`config.mk`:
```
export PLATFORM = sky130hd
export DESIGN_NAME = inv_gate_ctrl
export DESIGN_NICKNAME = d
export VERILOG_FILES = /design/src/rtl/hb_gate_pkg.sv /design/src/rtl/hb_sync.sv /design/src/rtl/hb_turnon_gate.sv /design/src/rtl/hb_leg_ctrl.sv /design/src/rtl/inv_gate_ctrl.sv
export SDC_FILE = /design/constraint.sdc
export NUM_CORES = 1
export LEC_CHECK = 0
export ABC_AREA = 1
export BUFFER_PORTS_ARGS = -buffer_cell sky130_fd_sc_hd__buf_2
export CAP_MARGIN = 20
export CORE_MARGIN = 1.5
export CORE_UTILIZATION = 45
export DETAILED_ROUTE_END_ITERATION = 12
export SLEW_MARGIN = 20
export SYNTH_ARGS = -nofsm -noshare
export SYNTH_HDL_FRONTEND = slang
export SYNTH_SLANG_ARGS = --single-unit
```
`constraint.sdc`:
```
create_clock -name clk -period 3.3 [get_ports clk]
set_clock_uncertainty 0.05 [all_clocks]
set_input_delay 0.66 -clock clk [delete_from_list [all_inputs] [get_ports clk]]
set_output_delay 0.66 -clock clk [all_outputs]
set_load 0.05 [all_outputs]
```
`src/rtl/hb_gate_pkg.sv`:
```
package hb_gate_pkg;

  // Leg command after synchronisation: bit 1 = upper, bit 0 = lower.
  typedef enum logic [1:0] {
    CMD_IDLE = 2'b00,
    CMD_LOW  = 2'b01,
    CMD_HIGH = 2'b10,
    CMD_BOTH = 2'b11
  } leg_cmd_t;

  // Bits needed to count 0..n inclusive (at least one).
  function automatic int cnt_width(input int n);
    return (n > 1) ? $clog2(n + 1) : 1;
  endfunction

endpackage

```
`src/rtl/hb_sync.sv`:
```
module hb_sync #(
  parameter int WIDTH  = 2,
  parameter int STAGES = 2
) (
  input  logic             clk,
  input  logic             rst,
  input  logic [WIDTH-1:0] d,
  output logic [WIDTH-1:0] q
);

  logic [STAGES-1:0][WIDTH-1:0] stg;

  generate
    if (STAGES == 1) begin : g_single
      always_ff @(posedge clk) begin
        if (rst) stg <= '0;
        else     stg <= d;
      end
    end else begin : g_chain
      always_ff @(posedge clk) begin
        if (rst) stg <= '0;
        else     stg <= {stg[STAGES-2:0], d};
      end
    end
  endgenerate

  assign q = stg[STAGES-1];

endmodule

```
`src/rtl/hb_turnon_gate.sv`:
```
module hb_turnon_gate #(
  parameter int DEAD_CYC = 18
) (
  input  logic clk,
  input  logic rst,
  input  logic kill,
  input  logic opp_on,
  output logic ready
);

  localparam int CW = (DEAD_CYC > 1) ? $clog2(DEAD_CYC) : 1;
  localparam logic [CW-1:0] SAT = CW'(DEAD_CYC - 1);

  logic [CW-1:0] gap_q;

  // Counts edges at which the opposite switch was seen off, saturating.
  always_ff @(posedge clk) begin
    if (rst || kill || opp_on) gap_q <= '0;
    else if (gap_q != SAT)     gap_q <= gap_q + 1'b1;
  end

  // This edge completes DEAD_CYC quiet edges when the count is saturated
  // and the opposite switch is still off.
  assign ready = !opp_on && (gap_q == SAT);

endmodule

```
`src/rtl/hb_leg_ctrl.sv`:
```
module hb_leg_ctrl
  import hb_gate_pkg::*;
#(
  parameter int DEAD_CYC = 18
) (
  input  logic clk,
  input  logic rst,
  input  logic hi_s,
  input  logic lo_s,
  input  logic allow,
  input  logic kill,
  output logic hs_en,
  output logic ls_en
);

  leg_cmd_t cmd;
  logic     want_h, want_l;
  logic     h_ready, l_ready;
  logic     hs_q, ls_q;

  hb_turnon_gate #(.DEAD_CYC(DEAD_CYC)) u_hgate (
    .clk(clk), .rst(rst), .kill(kill), .opp_on(ls_q), .ready(h_ready)
  );

  hb_turnon_gate #(.DEAD_CYC(DEAD_CYC)) u_lgate (
    .clk(clk), .rst(rst), .kill(kill), .opp_on(hs_q), .ready(l_ready)
  );

  always_comb begin
    cmd    = leg_cmd_t'({hi_s, lo_s});
    want_h = 1'b0;
    want_l = 1'b0;
    case (cmd)
      CMD_HIGH: want_h = allow;
      CMD_LOW:  want_l = allow;
      CMD_IDLE, CMD_BOTH: begin
        want_h = 1'b0;
        want_l = 1'b0;
      end
      default: begin
        want_h = 1'b0;
        want_l = 1'b0;
      end
    endcase
  end

  always_ff @(posedge clk) begin
    if (rst) begin
      hs_q <= 1'b0;
      ls_q <= 1'b0;
    end else begin
      hs_q <= want_h && h_ready;
      ls_q <= want_l && l_ready;
    end
  end

  assign hs_en = hs_q;
  assign ls_en = ls_q;

  // Independent run counters of edges each output was seen low.
  localparam int RW = cnt_width(DEAD_CYC);
  localparam logic [RW-1:0] RUN_MAX = RW'(DEAD_CYC);

  logic [RW-1:0] lo_run, hi_run;

  always_ff @(posedge clk) begin
    if (rst) begin
      lo_run <= '0;
      hi_run <= '0;
    end else begin
      if (ls_q)                  lo_run <= '0;
      else if (lo_run != RUN_MAX) lo_run <= lo_run + 1'b1;
      if (hs_q)                  hi_run <= '0;
      else if (hi_run != RUN_MAX) hi_run <= hi_run + 1'b1;
    end
  end

  // the two switches of a leg never conduct together
  p_excl_r4: assert property (@(posedge clk) disable iff (rst)
    !(hs_q && ls_q));

  // upper rises only after the lower side was quiet for the dead time
  p_dead_hs_r8: assert property (@(posedge clk) disable iff (rst)
    $rose(hs_q) |-> (lo_run >= RUN_MAX));

  // lower rises only after the upper side was quiet for the dead time
  p_dead_ls_r8: assert property (@(posedge clk) disable iff (rst)
    $rose(ls_q) |-> (hi_run >= RUN_MAX));

  // a fault strobe leaves the leg off on the following cycle
  p_kill_r7: assert property (@(posedge clk) disable iff (rst)
    kill |=> (!hs_q && !ls_q));

endmodule

```
`src/rtl/inv_gate_ctrl.sv`:
```
module inv_gate_ctrl #(
  parameter int LEGS        = 3,
  parameter int DEAD_CYC    = 18,
  parameter int SYNC_STAGES = 2
) (
  input  logic            clk,
  input  logic            rst,
  input  logic [LEGS-1:0] hi_cmd,
  input  logic [LEGS-1:0] lo_cmd,
  input  logic            shdn_n,
  input  logic            uv_ok,
  input  logic            fault_kill,
  output logic [LEGS-1:0] hs_en,
  output logic [LEGS-1:0] ls_en
);

  localparam int SW = 2 * LEGS;

  logic [SW-1:0]   cmd_s;
  logic [LEGS-1:0] hi_s, lo_s;
  logic            allow;

  hb_sync #(.WIDTH(SW), .STAGES(SYNC_STAGES)) u_sync (
    .clk(clk), .rst(rst), .d({hi_cmd, lo_cmd}), .q(cmd_s)
  );

  assign hi_s  = cmd_s[SW-1:LEGS];
  assign lo_s  = cmd_s[LEGS-1:0];
  assign allow = shdn_n && uv_ok && !fault_kill;

  generate
    for (genvar g = 0; g < LEGS; g++) begin : g_leg
      hb_leg_ctrl #(.DEAD_CYC(DEAD_CYC)) u_leg (
        .clk   (clk),
        .rst   (rst),
        .hi_s  (hi_s[g]),
        .lo_s  (lo_s[g]),
        .allow (allow),
        .kill  (fault_kill),
        .hs_en (hs_en[g]),
        .ls_en (ls_en[g])
      );
    end
  endgenerate

  // shutdown level forces every enable low on the next cycle
  p_shdn_r5: assert property (@(posedge clk) disable iff (rst)
    !shdn_n |=> (hs_en == '0 && ls_en == '0));

  // supply lockout forces every enable low on the next cycle
  p_uv_r6: assert property (@(posedge clk) disable iff (rst)
    !uv_ok |=> (hs_en == '0 && ls_en == '0));

  // fault strobe forces every enable low on the next cycle
  p_fault_r7: assert property (@(posedge clk) disable iff (rst)
    fault_kill |=> (hs_en == '0 && ls_en == '0));

endmodule

```
==> flow_summary.yaml, run 1 <==
floorplanning:
  start_util: 0.468
  die_area_um2: 5340
  pin_count: 17
  rows: 25
  dieHeight_um: 73.1
  core_area_um2: 4720
  die_w_um: 73.1
power_and_ir_drop:
  clkPwrFrac: 0.396
  p_switching_w: 0.000250
  combPwrFrac: 0.052
  p_int_w: 0.000844
  p_per_area_nw_per_um2: 449
  peakVddDrop_mv: 0.232
  p_leak_nw: 1.10
  swShare: 0.228
  p_seq_frac: 0.553
setup_path:
  reg2reg_setup_slack_ns: 2.10
  worstPathRequired_ns: 2.59
  worst-path-buf-inv: 1
  criticalPathCategory: "reg2out"
  worstRegToRegCells: 8
  critPathTopFamily: "flip-flops"
  path_cells: "buf_2"
  cp_slowest_cell: "dfxtp_1"
  start_kind: "flop"
  reg2reg_from: "g_leg[1].u_leg.u_lgate.gap_q[1]"
  slowest_delay_ns: 0.43
  path_max_fanout: 3
  endpoint_kind: "output pin"
  arrival_ns: 1.03
  r2r-end: "g_leg[1].u_leg.u_lgate.gap_q[1]"
clock_tree:
  clk_pin_slew_ns: 0.09
  tritoncts: "built"
  cts_sinks: 48
  cts_resized: 0
  cts_setup_buffers: 0
  cts-htree-levels: 2
  clk_latency_ns: 0.30
  cts_max_path_buffers: 2
  holdBufCountCts: 0
  clock-root-buffer: "clkbuf_8"
  cts_buffers: 5
layout:
  final_util: 0.516
  final_nets: 329
  n_antenna_cell: 0
  final_cell_mix: "inv_1 (50), nand2_1 (49), nor2_1 (48), dfxtp_1 (48), nand3_1 (23)"
  final_common_cell: "inv_1"
  final_layout_size_suffix_gt1_frac: 0.166
  syn_to_final_growth_pct: 10.4
  fin_cells: 374
drt:
  dr.pass1.iters: 4
  avgViaCountPerCell: 4.34
  drc: 0
  avgRoutedWirePerCell_um: 9.26
  ant_nets: 0
  vias: 1625
  wirelength_mm: 3.46
  drt_iter0_drc: 46
yosys:
  synthesis.nets: 313
  yosysWarnings: 0
  synth_area_per_cell_um2: 7.62
  synth_cells: 290
  ys_types: 18
  syn_area_um2: 2210
  seq_area_frac_synth: 0.435
  synth_seq_cells: 48
worst_hold_path:
  min_path_type: "reg2reg"
  hold_end: "u_sync.q[5]"
  min-delay-start: "u_sync.stg[5]"
  holdPathStages: 2
global_route:
  first_global_vias: 1537
  grt_max_degree: 17
  grtUsageTotal: 0.149
  gr-total-overflow: 0
  antenna_found_initial: 0
  grt_pass1_wl_mm: 6.21
  met1_usage: 0.177
  globalRouteMet2Util: 0.256
  busiest_layer: "met2"
  met3_usage: 0.0414
sta:
  slew_headroom: 0.812
  report.final.hold_viol_count: 0
  finalSetupViolations: 0
  finalCritPeriodShare: 0.526
  min_period_ns: 1.74
  rsz0062_at_grt: "false"
  drv_slew: 0
  setup_tns_ns: 0
  max_freq_mhz: 576
  worst_slew_pin_slew_ns: 0.283
placed_design:
  place_congestion: 0.741
  dp_cells: 366
  port_buffers: 16
  hpwl_mm: 2.61
job:
  drv_cap: 0
outcome:
  outcome: "completed"
-- power groups by stage --
stage	clock, W	combinational [W]	sequential, W
3_3_place_gp	0	0.0000566	0.000618
2_1_floorplan	0	0.0000428	0.000615
3_5_place_dp	0	0.0000571	0.000618
6_report	0.000433	0.0000566	0.000604
5_1_grt	0.000465	0.0000679	0.000607
4_1_cts	0.000452	0.0000578	0.000605
-- layout make-up --
cell class | instances | area [um^2]
Inverter | 56 | 213
Fill cell | 461 | 2290
Clock inverter | 3 | 46.3
Sequential cell | 48 | 961
Timing Repair Buffer | 16 | 80.1
Multi-Input combinational cell | 179 | 985
Clock buffer | 5 | 68.8
Tap cell | 67 | 83.8
-- metal layers --
layer | share of wire | wire length, um | vias up
li1 | - | - | 910
met1 | 0.52 | 1790 | 693
met2 | 0.44 | 1540 | 16
met3 | 0.024 | 84 | 6
met4 | 0.016 | 55 | 0
met5 | 0 | 0 | -
-- logic make-up (layout without fill, tap and decap cells) --
family / count (synthesis) / count (layout) / synth area share
buffers and inverters: 63 / 80 / 0.119
xor gates and xnor gates: 6 / 6 / 0.0238
AOI/OAI and AO/OA: 14 / 14 / 0.0487
adders and majority gates: 12 / 12 / 0.0680
DFF: 48 / 48 / 0.435
and+or+nand+nor: 147 / 147 / 0.305
-- worst max-delay path by stage --
stage,start,endpoint,slack (ns),depth (start not counted)
2_1_floorplan,g_leg[0].u_leg.ls_en,ls_en[0],2.01,1
3_3_place_gp,rst,g_leg[1].u_leg.u_lgate.gap_q[4],1.79,6
3_5_place_dp,rst,g_leg[1].u_leg.hs_en,1.76,4
4_1_cts,g_leg[0].u_leg.ls_en,ls_en[0],1.54,1
5_1_grt,g_leg[0].u_leg.ls_en,ls_en[0],1.51,1
6_report,g_leg[0].u_leg.ls_en,ls_en[0],1.56,1
-- state kept, by name, indices dropped and copies added (netlist names) --
name	cells
g_leg.u_leg.ls_en	3
g_leg.u_leg.u_lgate.gap_q	15
g_leg.u_leg.u_hgate.gap_q	15
u_sync.stg	6
u_sync.q	6
g_leg.u_leg.hs_en	3
-- synth_stat cells --
library cell | n | area, um^2
dfxtp_1 | 48 | 961
nor2_4 | 6 | 67.6
nand4_1 | 7 | 43.8
nor2_2 | 5 | 31.3
nand3b_1 | 3 | 22.5
inv_4 | 1 | 6.26
a21oi_1 | 4 | 20.0
ha_1 | 12 | 150
nor3_1 | 6 | 30.0
nand2_1 | 49 | 184
inv_2 | 5 | 18.8
nand3_1 | 23 | 115
buf_2 | 1 | 5.00
buf_4 | 6 | 45.0
xnor2_1 | 6 | 52.6
inv_1 | 50 | 188
nor2_1 | 48 | 180
a21oi_2 | 10 | 87.6
-- per-stage QoR --
stage	worst slack, ns	area [um^2]	hold WS, ns	power [W]
CTS	1.54	2440	0.356	0.00111
global placement	1.79	2320	0.343	0.000674
detailed placement	1.76	2320	0.342	0.000675
finish	1.56	2440	0.353	0.00109
floorplan	2.01	2210	0.338	0.000658
global route	1.51	2440	0.374	0.00114
No activity file was read; power rests on OpenSTA's default activity.
==> inputs of run 2 (changes only) <==
- ABC_AREA: 1 -> 0
- PLACE_DENSITY: default -> 0.65
- clock period: 3.3 -> 1.5 ns (I/O delays scaled with it)
==> flow_summary.yaml, run 2 <==
yosys:
  seq_area_frac_synth: 0.465
  synth-edff-count: 0
  netlist.area_leader.share: 0.465
  ys_types: 21
  synth_area_leaders: "dfxtp_1 (47%), ha_1 (7.3%), xnor2_1 (5.1%)"
  yosysWarnings: 0
  synth_most_common_cell: "dfxtp_1"
  syn_area_um2: 2060
  ys.flop_type: "dfxtp_1"
  synth_commonest_cells: "dfxtp_1 (48), nor2_1 (22), nand3_1 (13)"
  synth_seq_cells: 48
  yosysTopAreaCell: "dfxtp_1"
  synth_area_per_cell_um2: 10.8
  synth_cells: 192
  synthesis.nets: 215
  synthArstFlopShare: 0
setup_path:
  worst-path-buf-inv: 1
  reg2reg_setup_slack_ns: 0.21
  critPathTopFamily: "flip-flops"
  arrival_ns: 0.97
  worstPathRequired_ns: 1.15
  cp_slowest_cell: "dfxtp_1"
  path_cells: "buf_2"
  start_kind: "flop"
  criticalPathCategory: "reg2out"
  path_max_fanout: 3
  endpoint_kind: "output pin"
  slowest_delay_ns: 0.39
global_route:
  antenna_found_initial: 0
  gr-total-overflow: 0
  grt_pass1_wl_mm: 5.00
  grt_max_degree: 20
  grtUsageTotal: 0.129
  first_global_vias: 1162
drt:
  ant_nets: 0
  wirelength_mm: 2.86
  drc: 0
  avgRoutedWirePerCell_um: 10.9
  dr.pass1.iters: 3
  avgViaCountPerCell: 4.66
  drt_iter0_drc: 25
  vias: 1222
layout:
  syn_to_final_growth_pct: 10.2
  final_cell_mix: "dfxtp_1 (48), nor2_1 (22), buf_2 (16)"
  nFillCells: 386
  final_layout_size_suffix_gt1_frac: 0.252
  seq_area_um2: 961
  final_nets: 232
  final_util: 0.519
  multi_input_area_um2: 1030
  n_antenna_cell: 0
  final_common_cell: "dfxtp_1"
  fin_cells: 262
  top_regs: "g_leg.u_leg.u_hgate.gap_q (15), g_leg.u_leg.u_lgate.gap_q (15)"
clock_tree:
  cts-htree-levels: 2
  clk_latency_ns: 0.29
  clk_pin_slew_ns: 0.08
  cts_setup_buffers: 0
  clock-root-buffer: "clkbuf_8"
  cts_resized: 0
  cts_max_path_buffers: 2
  tritoncts: "built"
  cts_buffers: 5
  cts_sinks: 48
  holdBufCountCts: 0
outcome:
  outcome: "completed"
floorplanning:
  core_area_um2: 4380
  die_w_um: 70.7
  pin_count: 17
  start_util: 0.471
  rows: 24
  die_area_um2: 5000
  dieHeight_um: 70.7
sta:
  rsz0062_at_grt: "false"
  min_period_ns: 1.32
  finalSetupViolations: 0
  slew_headroom: 0.783
  finalCritPeriodShare: 0.881
  drv_slew: 0
  setup_tns_ns: 0
  worst_slew_pin_slew_ns: 0.324
  report.final.hold_viol_count: 0
  max_freq_mhz: 756
placed_design:
  place_congestion: 0.724
  port_buffers: 16
  dp_cells: 254
  hpwl_mm: 2.13
power_and_ir_drop:
  p_seq_frac: 0.568
  p_leak_nw: 0.886
  clkPwrFrac: 0.380
  peakVddDrop_mv: 0.634
  combPwrFrac: 0.052
  swShare: 0.200
  p_int_w: 0.00187
  p_switching_w: 0.000467
  p_per_area_nw_per_um2: 1030
worst_hold_path:
  min_path_type: "in2reg"
job:
  drv_cap: 0
## run 2: cell count changes in the layout (fill, tap and decap cells not counted), sizes merged, moves of 6 or more
cell | previous run | this run
nor2 | 59 | 34
a211oi | 0 | 6
nand2b | 0 | 9
nand2 | 49 | 3
xor2 | 0 | 12
nand3 | 23 | 13
nor2b | 0 | 12
or3 | 0 | 6
inv | 57 | 6
nand4bb | 0 | 6
nand4 | 7 | 0
a21oi | 14 | 0
xnor2 | 6 | 12
## run 2: cells by family (layout without fill, tap and decap cells)
| group | after synthesis | in the layout | share of synthesized area |
|---|---|---|---|
| flip-flops | 48 | 48 | 0.465 |
| AND/OR/NAND/NOR | 89 | 89 | 0.304 |
| adder cells (fa/ha/maj) | 12 | 12 | 0.0727 |
| AO/OA/AOI/OAI | 6 | 6 | 0.0218 |
| buffers and inverters | 13 | 31 | 0.0345 |
| XOR/XNOR | 24 | 24 | 0.102 |
## run 2: layout make-up
cell class | count | share of cell area
clock buffer | 6 | 0.0319
clock inverter | 2 | 0.0154
inverter | 6 | 0.00990
multi-input combinational | 131 | 0.454
sequential | 48 | 0.422
tap | 52 | 0.0286
timing repair buffer | 17 | 0.0385
## run 2: worst paths after layout
| path | cells past startpoint | from | end |
|---|---|---|---|
| hold reg to reg | 2 | u_sync.q[2] | g_leg[2].u_leg.ls_en |
| setup reg to reg | 3 | g_leg[0].u_leg.u_lgate.gap_q[0] | g_leg[0].u_leg.ls_en |
| hold / removal | 2 | lo_cmd[0] | u_sync.stg[0] |
| setup / recovery | 1 | g_leg[1].u_leg.ls_en | ls_en[1] |
## run 2: metrics by stage
stage          hold WS, ns  power [W]  setup slack (ns)  area [um^2]
6_report             0.158    0.00233             0.178         2280
5_1_grt              0.141    0.00244            0.0492         2280
4_1_cts              0.144    0.00237             0.172         2280
3_5_place_dp         0.370    0.00148             0.182         2170
3_3_place_gp         0.367    0.00148             0.208         2170
2_1_floorplan        0.322    0.00144             0.328         2060
## run 2: power by group through the flow
stage	clock network (W)	registers (W)	logic (W)
2_1_floorplan	0	0.00135	0.0000901
3_3_place_gp	0	0.00135	0.000122
3_5_place_dp	0	0.00136	0.000124
4_1_cts	0.000924	0.00132	0.000125
5_1_grt	0.000973	0.00133	0.000139
6_report	0.000887	0.00132	0.000122
## run 2: routing by layer
metal / track usage / vias up / wire length (um)
li1: - / 662 / -
met1: 0.170 / 536 / 1450
met2: 0.195 / 19 / 1250
met3: 0.0470 / 5 / 114
met4: 0.0440 / 0 / 47
met5: 0 / - / 0
